## src/rtl/scan_seq_pkg.sv

```systemverilog
package scan_seq_pkg;

    typedef enum logic [2:0] {
        ST_IDLE,
        ST_SHIFT,
        ST_APPLY,
        ST_SETTLE,
        ST_MEASURE,
        ST_CAPTURE,
        ST_GAP,
        ST_DONE
    } seq_state_e;

    typedef struct packed {
        logic shift;
        logic pat_rd;
        logic resp_vld;
        logic pi_apply;
        logic po_strobe;
        logic cap_active;
        logic done;
        logic busy;
    } seq_ctl_t;

    function automatic int clamp_min1(input int v);
        return (v < 1) ? 1 : v;
    endfunction

    function automatic int max3(input int a, input int b, input int c);
        int m;
        m = (a > b) ? a : b;
        return (m > c) ? m : c;
    endfunction

endpackage

```

## src/rtl/scan_phase_cnt.sv

```systemverilog
module scan_phase_cnt #(
    parameter int CNT_W = 4
) (
    input  logic             clk,
    input  logic             rst,
    input  logic             load,
    input  logic [CNT_W-1:0] load_val,
    output logic [CNT_W-1:0] cnt,
    output logic             zero
);
    always_ff @(posedge clk) begin
        if (rst) begin
            cnt <= '0;
        end else if (load) begin
            cnt <= load_val;
        end else if (cnt != '0) begin
            cnt <= cnt - 1'b1;
        end
    end

    assign zero = (cnt == '0);
endmodule

```

## src/rtl/scan_dom_dec.sv

```systemverilog
module scan_dom_dec #(
    parameter int NUM_DOM = 3,
    parameter int DOM_W   = 2
) (
    input  logic               en,
    input  logic [DOM_W-1:0]   idx,
    output logic [NUM_DOM-1:0] cap_en
);
    for (genvar d = 0; d < NUM_DOM; d++) begin : g_dom
        assign cap_en[d] = en && (idx == DOM_W'(d));
    end
endmodule

```

## src/rtl/scan_seq_fsm.sv

```systemverilog
module scan_seq_fsm
    import scan_seq_pkg::*;
#(
    parameter int CHAIN_LEN = 8,
    parameter int NUM_DOM   = 3,
    parameter int PAT_W     = 4,
    parameter int SETTLE_W  = 4,
    parameter int CNT_W     = 5,
    parameter int DOM_W     = 2
) (
    input  logic                clk,
    input  logic                rst,
    input  logic                start,
    input  logic [PAT_W-1:0]    num_patterns,
    input  logic [SETTLE_W-1:0] settle_cycles,
    input  logic [CNT_W-1:0]    cnt,
    input  logic                cnt_zero,
    output logic                cnt_load,
    output logic [CNT_W-1:0]    cnt_val,
    output logic [DOM_W-1:0]    dom_idx,
    output seq_ctl_t            ctl
);
    seq_state_e       state, state_nx;
    logic [PAT_W-1:0] pats_left;
    logic             first;
    logic             loading;

    assign loading = (pats_left != '0);

    always_comb begin
        state_nx = state;
        cnt_load = 1'b0;
        cnt_val  = '0;
        unique case (state)
            ST_IDLE: if (start) begin
                state_nx = ST_SHIFT;
                cnt_load = 1'b1;
                cnt_val  = CNT_W'(CHAIN_LEN - 1);
            end
            ST_SHIFT: if (cnt_zero) begin
                state_nx = loading ? ST_APPLY : ST_DONE;
            end
            ST_APPLY: begin
                state_nx = ST_SETTLE;
                cnt_load = 1'b1;
                cnt_val  = CNT_W'(clamp_min1(int'(settle_cycles)) - 1);
            end
            ST_SETTLE: if (cnt_zero) state_nx = ST_MEASURE;
            ST_MEASURE: begin
                state_nx = ST_CAPTURE;
                cnt_load = 1'b1;
                cnt_val  = CNT_W'(NUM_DOM - 1);
            end
            ST_CAPTURE: if (cnt_zero) state_nx = ST_GAP;
            ST_GAP: begin
                state_nx = ST_SHIFT;
                cnt_load = 1'b1;
                cnt_val  = CNT_W'(CHAIN_LEN - 1);
            end
            ST_DONE: state_nx = ST_IDLE;
            default: state_nx = ST_IDLE;
        endcase
    end

    always_ff @(posedge clk) begin
        if (rst) begin
            state     <= ST_IDLE;
            pats_left <= '0;
            first     <= 1'b0;
        end else begin
            state <= state_nx;
            if (state == ST_IDLE && start) begin
                pats_left <= (num_patterns == '0) ? PAT_W'(1) : num_patterns;
                first     <= 1'b1;
            end else if (state == ST_SHIFT && cnt_zero) begin
                first <= 1'b0;
                if (loading) pats_left <= pats_left - 1'b1;
            end
        end
    end

    // Capture walks the counter down, so the domain index counts up.
    assign dom_idx = DOM_W'((NUM_DOM - 1) - int'(cnt));

    always_comb begin
        ctl            = '0;
        ctl.shift      = (state == ST_SHIFT);
        ctl.pat_rd     = (state == ST_SHIFT) && loading;
        ctl.resp_vld   = (state == ST_SHIFT) && !first;
        ctl.pi_apply   = (state == ST_APPLY);
        ctl.po_strobe  = (state == ST_MEASURE);
        ctl.cap_active = (state == ST_CAPTURE);
        ctl.done       = (state == ST_DONE);
        ctl.busy       = (state != ST_IDLE);
    end
endmodule

```

## src/rtl/scan_seq_top.sv

```systemverilog
module scan_seq_top
    import scan_seq_pkg::*;
#(
    parameter int CHAIN_LEN = 8,
    parameter int NUM_DOM   = 3,
    parameter int PAT_W     = 4,
    parameter int SETTLE_W  = 4
) (
    input  logic                clk,
    input  logic                rst,
    input  logic                start,
    input  logic [PAT_W-1:0]    num_patterns,
    input  logic [SETTLE_W-1:0] settle_cycles,
    input  logic                pat_bit,
    output logic                pat_rd,
    input  logic                chain_so,
    output logic                scan_en,
    output logic                scan_in,
    output logic                pi_apply,
    output logic                po_strobe,
    output logic [NUM_DOM-1:0]  cap_en,
    output logic                resp_bit,
    output logic                resp_vld,
    output logic                busy,
    output logic                done
);
    localparam int DOM_W = (NUM_DOM > 1) ? $clog2(NUM_DOM) : 1;
    localparam int CNT_W = max3($clog2(CHAIN_LEN + 1), SETTLE_W + 1, DOM_W + 1);

    seq_ctl_t         ctl;
    logic             cnt_load, cnt_zero;
    logic [CNT_W-1:0] cnt_val, cnt;
    logic [DOM_W-1:0] dom_idx;

    scan_phase_cnt #(.CNT_W(CNT_W)) u_cnt (
        .clk(clk), .rst(rst), .load(cnt_load), .load_val(cnt_val),
        .cnt(cnt), .zero(cnt_zero)
    );

    scan_seq_fsm #(
        .CHAIN_LEN(CHAIN_LEN), .NUM_DOM(NUM_DOM), .PAT_W(PAT_W),
        .SETTLE_W(SETTLE_W), .CNT_W(CNT_W), .DOM_W(DOM_W)
    ) u_fsm (
        .clk(clk), .rst(rst), .start(start), .num_patterns(num_patterns),
        .settle_cycles(settle_cycles), .cnt(cnt), .cnt_zero(cnt_zero),
        .cnt_load(cnt_load), .cnt_val(cnt_val), .dom_idx(dom_idx), .ctl(ctl)
    );

    scan_dom_dec #(.NUM_DOM(NUM_DOM), .DOM_W(DOM_W)) u_dec (
        .en(ctl.cap_active), .idx(dom_idx), .cap_en(cap_en)
    );

    assign scan_en   = ctl.shift;
    assign pat_rd    = ctl.pat_rd;
    assign scan_in   = ctl.pat_rd & pat_bit;
    assign resp_vld  = ctl.resp_vld;
    assign resp_bit  = ctl.resp_vld & chain_so;
    assign pi_apply  = ctl.pi_apply;
    assign po_strobe = ctl.po_strobe;
    assign busy      = ctl.busy;
    assign done      = ctl.done;
endmodule

```

## config.mk

```make
export PLATFORM = sky130hd
export DESIGN_NAME = scan_seq_top
export DESIGN_NICKNAME = d
export VERILOG_FILES = /design/src/rtl/scan_seq_pkg.sv /design/src/rtl/scan_phase_cnt.sv /design/src/rtl/scan_dom_dec.sv /design/src/rtl/scan_seq_fsm.sv /design/src/rtl/scan_seq_top.sv
export SDC_FILE = /design/constraint.sdc
export NUM_CORES = 1
export LEC_CHECK = 0
export CAP_MARGIN = 10
export CELL_PAD_IN_SITES_DETAIL_PLACEMENT = 0
export CELL_PAD_IN_SITES_GLOBAL_PLACEMENT = 2
export CORE_ASPECT_RATIO = 0.9
export CORE_MARGIN = 2
export CORE_UTILIZATION = 29
export DETAILED_ROUTE_END_ITERATION = 6
export GPL_TIMING_DRIVEN = 0
export PLACE_DENSITY = 0.94
export RECOVER_POWER = 25
export SLEW_MARGIN = 10
export SYNTH_ARGS = -nofsm -noshare
export SYNTH_HDL_FRONTEND = slang
export SYNTH_SLANG_ARGS = --single-unit
```

## constraint.sdc

```tcl
create_clock -name clk -period 5.45 [get_ports clk]
set_clock_uncertainty 0.1 [all_clocks]
set_input_delay 1.635 -clock clk [delete_from_list [all_inputs] [get_ports clk]]
set_output_delay 1.635 -clock clk [all_outputs]
set_load 0.01 [all_outputs]
```

# After elaboration in Yosys (flattened, before gate mapping)
# Cells that the tools add are included.
dict set report word_totals {
  elab_cells 64
  latchBits 0
  reg_bits 13
  input_bits 13
  mem_count 0
  ramBits 0
  output_inout_bits 12
  mem_bits_ro 0
}
dict set report classes {
  n_reduce_logical 21
  n_lt_le_gt_ge 1
  bitwise_logic 2
  multipliers 0
  muxes 19
  eq_ne 13
  n_shift 0
  n_addsub 4
  n_div 0
}
# operator n
set op_table {}
lappend op_table {{$pmux W3 S8} 1}
lappend op_table {{$mux W4} 5}
lappend op_table {{$pmux W5 S4} 1}
lappend op_table {{$mux W3} 6}
lappend op_table {{$eq A3 B3 Y1 const B} 4}
lappend op_table {{$mux W5} 2}
lappend op_table {{$logic_and A1 B1 Y1} 7}
lappend op_table {{$eq A3 B2 Y1 const B} 2}
lappend op_table {{$reduce_bool A2 Y1} 3}
lappend op_table {{$logic_not A5 Y1} 1}
lappend op_table {{$reduce_bool A5 Y1} 1}
lappend op_table {{$sub A5 B1 Y5 const B} 1}
lappend op_table {{$sub A5 B2 Y5 const B} 1}
lappend op_table {{$logic_not A4 Y1} 1}
lappend op_table {{$lt A4 B1 Y1 const B} 1}
lappend op_table {{$ne A2 B1 Y1 const B} 2}
lappend op_table {{$ne A2 B2 Y1 const B} 2}
lappend op_table {{$reduce_and A4 Y1} 1}
lappend op_table {{$reduce_bool A4 Y1} 1}
lappend op_table {{$sub A4 B1 Y4 const B} 1}
lappend op_table {{$eq A3 B1 Y1 const B} 1}
lappend op_table {{$logic_not A3 Y1} 1}
lappend op_table {{$mux W1} 3}
lappend op_table {{$reduce_bool A3 Y1} 1}
lappend op_table {{9 further kinds} 10}

# Depth between registers and ports, before layout
dict set report depth {
  word_depth 5
  depth_mapped 7
}

# By module
# A second synthesis with hierarchy kept.
dict set report hier_totals {
  cells_unflattened 125
  hier_area_um2 994.7
}
# mod n_inst cells_per_inst seq_area_each_um2 area_per_inst_um2
set modules_own_cells {}
lappend modules_own_cells {scan_seq_fsm 1 88 160.2 664.4}
lappend modules_own_cells {scan_phase_cnt 1 32 100.1 287.8}
lappend modules_own_cells {scan_dom_dec 1 3 0.0 30.0}
lappend modules_own_cells {scan_seq_top 1 2 0.0 12.5}

# Worst setup path before layout
# OpenSTA, ideal clock, no wires.
dict set report synth_path {
  path_kind {in2out}
  start {input pat_bit}
  end {output scan_in}
  path_slack_ns 1.907
  n_path_buf 0
  t_arrival_ns 1.808
  cell_stages 1
  required_time_ns 3.715
  path_cell_list {and3_1}
}
dict set report synth_between {
  elab_chain_cells 1
}
# element line
set synth_rtl {}
lappend synth_rtl {{start: declaration} scan_seq_top.sv:14} ;# input logic pat_bit,
lappend synth_rtl {{$and A1 B1 Y1} scan_seq_top.sv:55} ;# assign scan_in = ctl.pat_rd & pat_bit;
lappend synth_rtl {{end: declaration} scan_seq_top.sv:18} ;# output logic scan_in,
# Every way passes these cells.

# Worst setup path in the final report
# Ends and elaborated chain as after synthesis.

==> reports/metrics.yaml <==
outcome:
  status: "finished, final reports clean"
placed_design:
  place.gp.congestion: 0.8301
  io_buffer_count: 24
  hpwl_mm: 1.895
yosys:
  synth_seq_cells: 13
  synth_xor_area_frac: 0.04563
  synth-compound-area-share: 0.2008
  synth.distinct_cells: 41
  synthArstFlopShare: 0
  syn_inst: 117
  synthMuxAreaShare: 0.01043
  synth-simple-area-share: 0.2973
  synthesis.nets: 137
  synth-edff-count: 0
  synth_adder_area_share: 0.09126
  synth_area_sq_um: 959.7
  syn_area_per_cell_sq_um: 8.202
  synth_top_family_by_area: "simple AND/OR/NAND/NOR gates"
  yosysWarningCount: 0
  ys.flop_type: "dfxtp_1"
  yosysSeqAreaShare: 0.2712
sta:
  max_freq_ghz: 0.2228
  hold_violations: 0
  relSlewSlack: 0.4705
  period_share: 0.8236
  fin_crit_ns: 4.489
  worst_pin_slew_ns: 0.7832
  hold_ws_ns: 0.3826
  setup_violations: 0
  finalSetupTns_ns: 0
  rsz0062_at_grt: "no"
  drv_slew: 0
cells_and_area:
  final_cell_mix: "clkdlybuf4s50_1 (22), dfxtp_1 (13), inv_1 (10), nor2_1 (10), a21oi_1 (8)"
  fillCellCount: 330
  drive_above_1_share: 0.09655
  diodes: 0
  layout_commonest_cell: "clkdlybuf4s50_1"
  finalNetCount: 166
  area_growth_pct: 35.20
min_path:
  hold_path.class: "register to register"
routing:
  via_count: 940
  via_per_inst: 5.027
  drcViolationCount: 0
  drtAntennaViolNets: 0
  drt_wl_total_mm: 2.417
  drtPass1Iterations: 4
  initialDrtViolationCount: 85
  wl_per_cell_microns: 12.93
cts:
  cts_sinks: 13
  worstSkewPairLatency_ns: 0.24
  clockBufferDepth: 2
  cts_buffers: 3
  ctsHoldBuffers: 0
  postCtsSetupBuffers: 0
  ctsResizeCount: 0
  clkSlewWorstSetupHoldPaths_ns: 0.06
  htreeDepth: 1
  cts_tree: "yes"
  root_buffer: "clkbuf_8"
grt:
  grt_max_degree: 11
  grt_pass1_wl_mm: 4.126
  grt-ovfl-total: 0
  grtUsageTotal: 0.1388
  antenna_found_initial: 0
  grt_pass1_vias: 917
worst_setup_path:
  worst-setup-path-type: "primary input to primary output"
  critPathMaxFanout: 1
  required_ns: 3.72
  arrival_ns: 2.75
  endpoint_kind: "primary output"
  crit_path_start_kind: "primary input"
power:
  clockPowerShare: 0.141
  p_total_mw: 0.6134
  p_per_area_nw_per_um2: 472.7
  leakagePower_nw: 0.5334
  ir_drop_uv: 202.2
  p_int_mw: 0.3498
  p_switching_mw: 0.2636
  pwr-share-comb: 0.594
  seqPwrFrac: 0.265
  switching_share: 0.4298
die:
  io_pins: 25
  die_x_microns: 64.64
  die_y_microns: 58.58
  die-area_sq_um: 3786
  start_util: 0.3082
  design.core.area_sq_um: 3114
  rows: 19
flow_run:
  maxCapViolations: 0
==> through the flow <==
stage	cell area [sq um]	std cells	setup slack (ns)	util
3_3_place_gp	1252	183	0.9506	0.4022
2_1_floorplan	959.7	117	1.907	-
6_report	1297	187	0.9615	0.4166
4_1_cts	1297	187	0.9441	0.4166
5_1_grt	1297	187	0.9196	0.4166
3_5_place_dp	1252	183	0.9441	0.4022
==> cells in the mapped netlist (2+ instances only) <==
| master | instances | share of area |
|---|---|---|
| a31oi_1 | 2 | 0.013 |
| nor2_1 | 10 | 0.039 |
| nor3_1 | 7 | 0.037 |
| a32oi_1 | 4 | 0.037 |
| a211oi_1 | 3 | 0.023 |
| ha_1 | 7 | 0.091 |
| xnor2_1 | 2 | 0.018 |
| and3_1 | 5 | 0.033 |
| o21ai_0 | 4 | 0.021 |
| xor2_1 | 3 | 0.027 |
| nor2b_1 | 2 | 0.013 |
| buf_6 | 2 | 0.023 |
| nand2_1 | 5 | 0.020 |
| o21ai_1 | 2 | 0.010 |
| or3b_1 | 2 | 0.018 |
| nand2b_1 | 2 | 0.013 |
| inv_1 | 10 | 0.039 |
| clkbuf_1 | 3 | 0.012 |
| dfxtp_1 | 13 | 0.27 |
| a21oi_1 | 8 | 0.042 |
==> cells by family after synthesis <==
family / Yosys count
AO/OA/AOI/OAI: 29
XOR/XNOR: 5
adder cells (fa/ha/maj): 7
buffers and inverters: 17
flip-flops: 13
multiplexers: 1
AND/OR/NAND/NOR: 45
==> flip-flops by register name, indices dropped and copies added (netlist names) <==
signal	count
u_cnt.cnt	5
u_fsm.pats_left	4
u_fsm.state	3
u_fsm.first	1
==> final cells by class <==
cell class,count,area (sq um),share of cell area
clock buffers,4,45.04,0.03472
plain buffers,6,38.79,0.02989
multi-input cells,87,619.3,0.4773
repair buffers,24,240.2,0.1851
inverters,11,41.29,0.03182
flip-flops and latches,13,260.3,0.2006
well taps,42,52.55,0.04050
==> metal layers <==
metal | up-vias | wire length, microns | global-route usage
li1 | 481 | - | -
met1 | 424 | 1134 | 0.1770
met2 | 33 | 1140 | 0.2411
met3 | 2 | 130 | 0.03442
met4 | 0 | 12 | 0.02736
met5 | - | 0 | 0
==> worst max-delay path, cell delays in order <==
cell and delay, ns:
clkdlybuf4s50_1 0.45, and3_1 0.14, clkdlybuf4s50_1 0.53
==> power groups by stage <==
stage | Combinational (mW) | Sequential (mW) | Clock, mW
3_3_place_gp | 0.365 | 0.162 | 0
5_1_grt | 0.406 | 0.168 | 0.0946
4_1_cts | 0.368 | 0.162 | 0.0897
6_report | 0.365 | 0.162 | 0.0865
3_5_place_dp | 0.366 | 0.164 | 0
2_1_floorplan | 0.263 | 0.155 | 0
==> worst paths after layout <==
kind / start / endpoint / slack, ns / cells after the start
max: pat_bit / scan_in / 0.96 / 3
min: u_fsm.first / u_fsm.first / 0.38 / 2
max reg2reg: u_cnt.cnt[0] / u_fsm.pats_left[3] / 3.52 / 7
min reg2reg: u_fsm.first / u_fsm.first / 0.38 / 2
Power figures use the tool's default switching activity.
